===== src/rtl/uart_regblk_pkg.sv =====
package uart_regblk_pkg;

    localparam int NUM_REGS = 8;

    // register word indices
    localparam int RI_DATA  = 0;
    localparam int RI_IEN   = 1;
    localparam int RI_IID   = 2;
    localparam int RI_LCTL  = 3;
    localparam int RI_MCTL  = 4;
    localparam int RI_LSTAT = 5;
    localparam int RI_MSTAT = 6;
    localparam int RI_DIV   = 7;

    // enable bit positions
    localparam int EN_RX    = 0;
    localparam int EN_THR   = 1;
    localparam int EN_LINE  = 2;
    localparam int EN_MODEM = 3;

    // identification codes
    localparam logic [2:0] IID_LINE  = 3'b110;
    localparam logic [2:0] IID_RXD   = 3'b100;
    localparam logic [2:0] IID_THR   = 3'b010;
    localparam logic [2:0] IID_MODEM = 3'b000;
    localparam logic [2:0] IID_NONE  = 3'b001;

    typedef struct packed {
        logic [7:0] rbyte;
        logic       dr;
        logic       oe;
        logic       pe;
        logic       fe;
        logic       bi;
    } rx_state_t;

    typedef struct packed {
        logic       irq;
        logic [2:0] iid;
    } irq_state_t;

endpackage


===== src/rtl/uart_regblk_decode.sv =====
module uart_regblk_decode
    import uart_regblk_pkg::*;
#(
    parameter int ADDR_W = 6
) (
    input  logic                bus_valid,
    input  logic                bus_write,
    input  logic [ADDR_W-1:0]   bus_addr,
    output logic [NUM_REGS-1:0] wr_sel,
    output logic [NUM_REGS-1:0] rd_sel
);
    localparam int IDX_W = $clog2(NUM_REGS);
    localparam int LO    = 2;
    localparam int HI    = IDX_W + LO;

    logic             aligned;
    logic             upper_ok;
    logic [IDX_W-1:0] idx;

    assign aligned = (bus_addr[LO-1:0] == '0);
    assign idx     = bus_addr[HI-1:LO];

    generate
        if (ADDR_W > HI) begin : g_upper
            assign upper_ok = ~|bus_addr[ADDR_W-1:HI];
        end else begin : g_no_upper
            assign upper_ok = 1'b1;
        end
    endgenerate

    generate
        for (genvar g = 0; g < NUM_REGS; g++) begin : g_sel
            logic hit;
            assign hit       = bus_valid && aligned && upper_ok && (idx == IDX_W'(g));
            assign wr_sel[g] = hit && bus_write;
            assign rd_sel[g] = hit && !bus_write;
        end
    endgenerate

endmodule


===== src/rtl/uart_regblk_rxhold.sv =====
module uart_regblk_rxhold
    import uart_regblk_pkg::*;
(
    input  logic      clk,
    input  logic      rst_n,
    input  logic      rx_valid,
    input  logic [7:0] rx_byte,
    input  logic [2:0] rx_err,
    input  logic      err_clr,
    input  logic      data_rd,
    output rx_state_t st_q,
    output rx_state_t st_d
);
    always_comb begin
        st_d = st_q;
        if (err_clr) begin
            st_d.oe = 1'b0;
            st_d.pe = 1'b0;
            st_d.fe = 1'b0;
            st_d.bi = 1'b0;
        end
        if (data_rd) begin
            st_d.dr = 1'b0;
        end
        if (rx_valid) begin
            if (st_q.dr && !data_rd) begin
                st_d.oe = 1'b1;
            end
            st_d.rbyte = rx_byte;
            st_d.dr    = 1'b1;
            if (rx_err[0]) st_d.pe = 1'b1;
            if (rx_err[1]) st_d.fe = 1'b1;
            if (rx_err[2]) st_d.bi = 1'b1;
        end
    end

    always_ff @(posedge clk) begin
        if (!rst_n) begin
            st_q <= '0;
        end else begin
            st_q <= st_d;
        end
    end

    p_capture_r3: assert property (@(posedge clk) disable iff (!rst_n)
        rx_valid |=> (st_q.dr && st_q.rbyte == $past(rx_byte)));

    p_overrun_r4: assert property (@(posedge clk) disable iff (!rst_n)
        (rx_valid && st_q.dr && !data_rd) |=> st_q.oe);

    p_read_clears_r5: assert property (@(posedge clk) disable iff (!rst_n)
        (data_rd && !rx_valid) |=> !st_q.dr);

    p_sticky_r6: assert property (@(posedge clk) disable iff (!rst_n)
        (st_q.pe && !err_clr) |=> st_q.pe);

endmodule


===== src/rtl/uart_regblk_irq.sv =====
module uart_regblk_irq
    import uart_regblk_pkg::*;
(
    input  logic       clk,
    input  logic       rst_n,
    input  logic [3:0] ien,
    input  logic       line_err,
    input  logic       dr,
    input  logic       thre,
    input  logic [3:0] modem_delta,
    output logic       irq,
    output logic [2:0] iid
);
    irq_state_t st_d;
    irq_state_t st_q;
    logic       modem_any;

    assign modem_any = |modem_delta;

    always_comb begin
        st_d.irq = 1'b1;
        if (line_err && ien[EN_LINE]) begin
            st_d.iid = IID_LINE;
        end else if (dr && ien[EN_RX]) begin
            st_d.iid = IID_RXD;
        end else if (thre && ien[EN_THR]) begin
            st_d.iid = IID_THR;
        end else if (modem_any && ien[EN_MODEM]) begin
            st_d.iid = IID_MODEM;
        end else begin
            st_d.irq = 1'b0;
            st_d.iid = IID_NONE;
        end
    end

    always_ff @(posedge clk) begin
        if (!rst_n) begin
            st_q.irq <= 1'b0;
            st_q.iid <= IID_NONE;
        end else begin
            st_q <= st_d;
        end
    end

    assign irq = st_q.irq;
    assign iid = st_q.iid;

    p_line_first_r11: assert property (@(posedge clk) disable iff (!rst_n)
        (ien[EN_LINE] && line_err) |=> (irq && iid == IID_LINE));

    p_quiet_r12: assert property (@(posedge clk) disable iff (!rst_n)
        ((ien & {modem_any, line_err, thre, dr}) == 4'b0) |=> (!irq && iid == IID_NONE));

endmodule


===== src/rtl/uart_regblk.sv =====
module uart_regblk
    import uart_regblk_pkg::*;
#(
    parameter int ADDR_W = 6,
    parameter int DIVW   = 32
) (
    input  logic              clk,
    input  logic              rst_n,
    input  logic              bus_valid,
    input  logic              bus_write,
    input  logic [ADDR_W-1:0] bus_addr,
    input  logic [31:0]       bus_wdata,
    output logic [31:0]       bus_rdata,
    input  logic              rx_valid,
    input  logic [7:0]        rx_byte,
    input  logic [2:0]        rx_err,
    input  logic              err_clr,
    output logic              rx_ready,
    output logic              tx_valid,
    output logic [7:0]        tx_byte,
    input  logic              tx_hold_empty,
    input  logic              tx_empty,
    input  logic [7:0]        modem_in,
    output logic [7:0]        line_ctrl,
    output logic [7:0]        modem_ctrl,
    output logic [DIVW-1:0]   divisor,
    output logic              irq
);
    typedef struct packed {
        logic [3:0]      ien;
        logic [7:0]      lctl;
        logic [7:0]      mctl;
        logic [DIVW-1:0] div;
        logic            thre;
        logic            temt;
        logic [7:0]      msr;
        logic            txv;
        logic [7:0]      txb;
    } ctl_t;

    logic [NUM_REGS-1:0] wr_sel;
    logic [NUM_REGS-1:0] rd_sel;
    rx_state_t           rx_q;
    rx_state_t           rx_d;
    ctl_t                ctl_q;
    ctl_t                ctl_d;
    logic [2:0]          iid;
    logic [7:0]          lsr;

    uart_regblk_decode #(.ADDR_W(ADDR_W)) u_dec (
        .bus_valid (bus_valid),
        .bus_write (bus_write),
        .bus_addr  (bus_addr),
        .wr_sel    (wr_sel),
        .rd_sel    (rd_sel)
    );

    uart_regblk_rxhold u_rx (
        .clk      (clk),
        .rst_n    (rst_n),
        .rx_valid (rx_valid),
        .rx_byte  (rx_byte),
        .rx_err   (rx_err),
        .err_clr  (err_clr),
        .data_rd  (rd_sel[RI_DATA]),
        .st_q     (rx_q),
        .st_d     (rx_d)
    );

    always_comb begin
        ctl_d      = ctl_q;
        ctl_d.txv  = 1'b0;
        ctl_d.thre = tx_hold_empty;
        ctl_d.temt = tx_empty;
        ctl_d.msr  = modem_in;
        if (wr_sel[RI_DATA]) begin
            ctl_d.txv = 1'b1;
            ctl_d.txb = bus_wdata[7:0];
        end
        if (wr_sel[RI_IEN])  ctl_d.ien  = bus_wdata[3:0];
        if (wr_sel[RI_LCTL]) ctl_d.lctl = bus_wdata[7:0];
        if (wr_sel[RI_MCTL]) ctl_d.mctl = bus_wdata[7:0];
        if (wr_sel[RI_DIV])  ctl_d.div  = bus_wdata[DIVW-1:0];
    end

    always_ff @(posedge clk) begin
        if (!rst_n) begin
            ctl_q      <= '0;
            ctl_q.thre <= 1'b1;
            ctl_q.temt <= 1'b1;
        end else begin
            ctl_q <= ctl_d;
        end
    end

    uart_regblk_irq u_irq (
        .clk         (clk),
        .rst_n       (rst_n),
        .ien         (ctl_d.ien),
        .line_err    (rx_d.oe | rx_d.pe | rx_d.fe | rx_d.bi),
        .dr          (rx_d.dr),
        .thre        (ctl_d.thre),
        .modem_delta (ctl_d.msr[3:0]),
        .irq         (irq),
        .iid         (iid)
    );

    assign lsr = {1'b0, ctl_q.temt, ctl_q.thre, rx_q.bi, rx_q.fe, rx_q.pe, rx_q.oe, rx_q.dr};

    always_comb begin
        bus_rdata = '0;
        if (rd_sel[RI_DATA])  bus_rdata[7:0] = rx_q.rbyte;
        if (rd_sel[RI_IID])   bus_rdata[2:0] = iid;
        if (rd_sel[RI_LSTAT]) bus_rdata[7:0] = lsr;
        if (rd_sel[RI_MSTAT]) bus_rdata[7:0] = ctl_q.msr;
    end

    assign rx_ready   = !rx_q.dr;
    assign tx_valid   = ctl_q.txv;
    assign tx_byte    = ctl_q.txb;
    assign line_ctrl  = ctl_q.lctl;
    assign modem_ctrl = ctl_q.mctl;
    assign divisor    = ctl_q.div;

    p_tx_pulse_r8: assert property (@(posedge clk) disable iff (!rst_n)
        (bus_valid && bus_write && bus_addr == '0) |=> (tx_valid && tx_byte == $past(bus_wdata[7:0])));

    p_ready_r3: assert property (@(posedge clk) disable iff (!rst_n)
        rx_valid |=> !rx_ready);

    p_irq_code_r12: assert property (@(posedge clk) disable iff (!rst_n)
        irq |-> !iid[0]);

    p_mirror_r13: assert property (@(posedge clk) disable iff (!rst_n)
        1'b1 |=> (ctl_q.msr == $past(modem_in)));

endmodule


===== config.mk =====
export PLATFORM = sky130hd
export DESIGN_NAME = uart_regblk
export DESIGN_NICKNAME = d
export VERILOG_FILES = /design/src/rtl/uart_regblk_pkg.sv /design/src/rtl/uart_regblk_decode.sv /design/src/rtl/uart_regblk_rxhold.sv /design/src/rtl/uart_regblk_irq.sv /design/src/rtl/uart_regblk.sv
export SDC_FILE = /design/constraint.sdc
export NUM_CORES = 1
export LEC_CHECK = 0
export BUFFER_PORTS_ARGS = -buffer_cell sky130_fd_sc_hd__buf_2
export CAP_MARGIN = 40
export CORE_MARGIN = 3
export CORE_UTILIZATION = 41
export CTS_CLUSTER_DIAMETER = 80
export CTS_CLUSTER_SIZE = 16
export DETAILED_ROUTE_END_ITERATION = 6
export PLACE_DENSITY_LB_ADDON = 0.12
export SLEW_MARGIN = 25
export SYNTH_ARGS = -nofsm -noshare
export SYNTH_HDL_FRONTEND = slang
export SYNTH_SLANG_ARGS = --single-unit

===== constraint.sdc =====
create_clock -name clk -period 4.52 [get_ports clk]
set_clock_uncertainty 0.15 [all_clocks]
set_input_delay 0.226 -clock clk [delete_from_list [all_inputs] [get_ports clk]]
set_output_delay 0.226 -clock clk [all_outputs]
set_load 0.02 [all_outputs]

# After elaboration in Yosys (flattened, before gate mapping)
# Cells that the tools add are included.
word_totals:
  output_inout_bits: 91
  input_bits: 65
  ff_bits: 88
  wordCells: 79
classes:
  eq_ne: 7
  mux: 21
  bitwise: 3
  n_reduce_logical: 31
ops:
  columns: ["op", "n"]
  rows:
  - ["logical AND 1 bit", 24]
  - ["two-way mux 8 bit", 3]
  - ["equality test 3 bit, second input constant", 4]
  - ["two-way mux 3 bit", 4]
  - ["two-way mux 1 bit", 10]
  - ["two-way mux 9 bit", 1]
  - ["two-way mux 4 bit", 2]
  - ["equality test 3 x 2 -> 1 bit, second input constant", 2]
  - ["two-way mux 5 bit", 1]
  - ["logical NOT 1 bit", 4]
  - ["OR reduction 4 bit", 1]
  - ["equality test 3 x 1 -> 1 bit, second input constant", 1]
  - ["logical NOT 3 bit", 1]
  - ["bitwise OR 1 bit", 3]
  - ["logical NOT 2 bit", 1]

# Longest topological paths before layout
depth:
  ltp_word: 14
  mapped_depth: 7

# Hierarchy
# From an unflattened synthesis, not the netlist that was laid out.
hier_totals:
  cells_unflattened: 428
  area_unflattened_um2: 4289.1
by_module_without_submodules:
  columns: ["module", "seq_area_each_um2", "instances", "area_per_inst_um2", "cells_per_inst"]
  rows:
  - ["uart_regblk", 1421.4, 1, 3358.2, 332]
  - ["uart_regblk_rxhold", 260.2, 1, 559.3, 51]
  - ["uart_regblk_decode", 0.0, 1, 230.2, 31]
  - ["uart_regblk_irq", 80.1, 1, 141.4, 14]

# Least setup slack after synthesis
# No wires, ideal clock.
synth_timing:
  path_type: "input to output"
  from: "in bus_addr[5]"
  to: "out bus_rdata[0]"
  stages: 4
  setup_slack_ps: 2532
  arrival_ps: 1612
  required_ps: 4144
  n_path_buf: 0
  path_cell_list: "nor4b_4 -> nand2b_1 -> or3_1 -> o21ai_0"
synth_between:
  elab_chain_cells: 8
synth_rtl:
  columns: ["item", "line_no", "rtl"]
  rows:
  - ["start, declared", "uart_regblk.sv:11", "input logic [ADDR_W-1:0] bus_addr,"]
  - ["logical NOT 1 bit (*)", "uart_regblk_decode.sv:25", "assign upper_ok = ~|bus_addr[ADDR_W-1:HI];"]
  - ["logical AND 1 bit (*)", "uart_regblk_decode.sv:34", "assign hit = bus_valid && aligned && upper_ok && (idx == IDX_W'(g));"]
  - ["logical AND 1 bit", "uart_regblk_decode.sv:34", null]
  - ["logical AND 1 bit", "uart_regblk_decode.sv:36", "assign rd_sel[g] = hit && !bus_write;"]
  - ["two-way mux 8 bit", "uart_regblk.sv:112", "if (rd_sel[RI_DATA]) bus_rdata[7:0] = rx_q.rbyte;"]
  - ["two-way mux 3 bit", "uart_regblk.sv:113", "if (rd_sel[RI_IID]) bus_rdata[2:0] = iid;"]
  - ["two-way mux 8 bit", "uart_regblk.sv:114", "if (rd_sel[RI_LSTAT]) bus_rdata[7:0] = lsr;"]
  - ["two-way mux 8 bit (*)", "uart_regblk.sv:115", "if (rd_sel[RI_MSTAT]) bus_rdata[7:0] = ctl_q.msr;"]
  - ["end, declared", "uart_regblk.sv:13", "output logic [31:0] bus_rdata,"]
# Mark *: on every way between the ends. The rest lies on a longest branch, timed or not.

# Final worst setup path
layout_timing:
  from: "in bus_addr[5]"
  to: "out bus_rdata[2]"
# The elaborated chain is that of the path after synthesis.

==> metrics.md <==
| Metric | Value |
|---|---|
| Status | `finished, final reports clean` |
| Cell count of the worst reg-to-reg path | `3` |
| Ratio of cells with drive above 1 in the final layout | `0.2867` |
| PnR worst setup slack | `2.140 ns` |
| Post-detailed-route count of antenna-violating nets | `0` |
| # fillers | `about 800` |
| Critical path required time | `just over 4 ns` |
| Residual DRC | `0` |
| Total Wirelength | `~9.1 mm` |
| Synth Area in Simple Gates | `0.1739` |
| # IOs | `between 150 and 200` |
| Drt via density | `around 4.6` |
| Worst skew pair latency | `0.35 ns` |
| Worst hold path cell count | `2` |
| Vias | `slightly above 3000` |
| Post-Synthesis Cell Area | `3879 µm²` |
| Root buffer cell | `clkbuf_8` |
| Initial antenna violation count | `0` |
| Worst min-delay path startpoint | `rst_n` |
| Synth cell types | `32` |
| Mean Syn Cell Area | `around 8.9 µm²` |
| Fin util | `0.5420` |
| First-pass GRT wire length | `13.88 mm` |
| Drt initial violations | `86` |
| DR pass1 iterations | `5` |
| Sequential cell area | `approximately 1800 µm²` |
| Site Rows | `34` |
| Die Wd | `103.3 µm` |
| Max-slew violations | `0` |
| Synth Area in Compound Gates | `0.08516` |
| Die H | `about 100 µm` |
| Static leakage | `~2.3 nW` |
| Slew HR | `0.5361` |
| Post-synthesis instance total | `roughly 440` |
| CTS sink count | `between 80 and 90` |
| Setup crit end kind | `primary output` |
| Hold WC Path Type | `input port to flip-flop` |
| Endpoint of the worst hold path | `ctl_q[17]` |
| Setup tns final | `0 ns` |
| Critical Path Start Type | `input port` |
| Final HPWL DP | `just over 6 mm` |
| Post-synthesis mux area share | `0.1006` |
| Area leader, netlist | `dfxtp_1` |
| Fmax | `420.1 MHz` |
| Slew @ Worst Pin | `0.6950 ns` |
| Critical path peak fanout | `7` |
| Core ar. | `roughly 8900 µm²` |
| Area contributors post-synth | `dfxtp_1 45%, buf_4 16%, mux2i_1 10%` |
| Seq/Total Area, Yosys | `0.4542` |
| Hold Vio Cnt, Final | `0` |
| CTS buffer count | `9` |
| Layout area overhead | `24.84%` |
| Critical path class | `input port to primary output` |
| Worst-path clk slew | `0.09 ns` |
| Port buffer count | `about 130` |
| NumNets Final | `~620` |
| Reg2reg start | `u_rx.st_q[4]` |
| Die area | `~11000 µm²` |
| Mean routed wirelength per cell | `around 14 µm` |
| H-tree Lvls | `3` |
| Maximum root-to-sink buffer count | `2` |
| Hold slack | `roughly 0.021 ns` |
| Cts repair resizes | `0` |
| Largest family of logic cells by synthesized area | `buffers and inverters` |
| Initial Util | `0.4342` |
| Top cell type's share of synthesized area | `0.4542` |
| Power Density | `314.6 nW/µm²` |
| RSZ-0062 raised after global routing | `no` |
| Dpl ws | `between 2 and 2.5 ns` |
| Crit share post-route | `0.5267` |
| Max-cap violations | `0` |
| RR Endpoint | `u_irq.irq` |
| Min cycle time layout | `approximately 2.4 ns` |
| Vias in the first global route | `around 2900` |
| Maximum vdd drop | `between 0.00015 and 0.0002 V` |
| Adder-cell area share of the yosys netlist | `0` |
| Xor and xnor fraction of the mapped netlist area | `0` |
| Setup violations, final | `0` |
| Synth warnings | `0` |
| Synthesized flop and latch total | `about 90` |
| ANT cells | `0` |
| Largest net degree at the start of global routing | `33` |
| Reg2reg setup slack | `between 3 and 4 ns` |
| Total gr overflow | `0` |
| Final Wtd Congestion | `between 0.8 and 0.9` |
| CTS tree | `done` |
| Area of the multi-input gates | `~1500 µm²` |
| Total GRT Usage | `0.1670` |
| Crit path DAT | `about 2 ns` |
where the power goes:
group          switching (mW)  internal, mW
Clock                   0.278         0.312
Combinational          0.0719        0.0670
Sequential            0.00649         0.787
cell families (layout without fill, tap and decap cells):
| family | Yosys count | in the layout |
|---|---|---|
| other | 1 | 24 |
| muxes | 39 | 39 |
| and+or+nand+nor | 145 | 145 |
| AOI/OAI and AO/OA | 54 | 54 |
| buffers and inverters | 108 | 208 |
| DFF | 88 | 88 |
layout by cell type (no fill, tap or decap), drive strengths merged, types with 6 or more instances in the layout:
| cell | synthesis | final |
|---|---|---|
| dlygate4sd3 | 0 | 50 |
| a21oi | 33 | 33 |
| and2 | 10 | 10 |
| inv | 7 | 8 |
| a22oi | 6 | 6 |
| clkbuf | 12 | 9 |
| nor2 | 46 | 46 |
| conb | 1 | 24 |
| mux2i | 39 | 39 |
| dfxtp | 88 | 88 |
| buf | 89 | 135 |
| nand2 | 66 | 66 |
per-layer routing:
metal,part of all wire,vias to the layer above,global-route usage
met5,0,-,0
met4,0.0065,0,0.03586
met3,0.062,5,0.04695
met2,0.50,100,0.2926
met1,0.44,1375,0.2047
li1,-,1562,-
worst max path at each step:
| stage | depth (start not counted) | start | slack [ns] | endpoint |
|---|---|---|---|---|
| floorplan | 4 | bus_addr[5] | 2.53 | bus_rdata[0] |
| global placement | 7 | bus_addr[5] | 2.20 | divisor[15] |
| detailed placement | 7 | bus_addr[5] | 2.12 | divisor[6] |
| CTS | 7 | bus_addr[5] | 2.18 | bus_rdata[2] |
| global route | 7 | bus_addr[5] | 2.03 | bus_rdata[0] |
| finish | 7 | bus_addr[5] | 2.14 | bus_rdata[2] |
per-stage QoR:
stage | instances | power, mW | cell area [µm²]
4_1_cts | 665 | 1.550 | 4832
3_5_place_dp | 600 | 0.9169 | 4123
6_report | 666 | 1.523 | 4842
3_3_place_gp | 599 | 0.9134 | 4095
5_1_grt | 666 | 1.592 | 4842
2_1_floorplan | 458 | 0.8848 | 3965
layout make-up:
| cell class | count | area share |
|---|---|---|
| multi-input cells | 262 | 0.3085 |
| clock buffers | 9 | 0.02558 |
| clock inverters | 7 | 0.01964 |
| repair buffers | 185 | 0.2491 |
| inverters | 7 | 0.005426 |
| flip-flops and latches | 88 | 0.3638 |
| well taps | 108 | 0.02791 |
cell usage after synthesis, drive strengths merged:
cell / count
nor3: 2
or4: 1
or2: 2
nand2b: 4
dfxtp: 88
a22oi: 6
o221ai: 1
clkbuf: 12
conb: 1
o31ai: 2
inv: 7
nor4b: 3
a21oi: 33
or3: 2
a31oi: 1
a222oi: 4
nand4: 1
nand2: 66
nand3: 5
a22o: 1
a32oi: 1
nor2: 46
o21ai: 3
buf: 89
and2: 10
and3: 3
mux2i: 39
a311oi: 2
state kept, by name (all words and copies together) (netlist names):
register	count
line_ctrl	8
tx_valid	1
ctl_q	14
u_irq.iid	3
divisor	32
tx_byte	8
u_irq.irq	1
u_rx.st_q	13
modem_ctrl	8
worst max-delay path: stages:
cell	delay (ns)
buf_2	0.11
nor4b_4	0.48
nand2_1	0.22
nor4b_4	0.50
a22oi_1	0.19
o21ai_0	0.10
buf_2	0.18
repair_timing:
action,CTS,global route
hold endpoints to repair,50,1
setup endpoints to repair,0,0
setup buffers,0,0
hold buffers,49,1
Power figures use the tool's default switching activity.
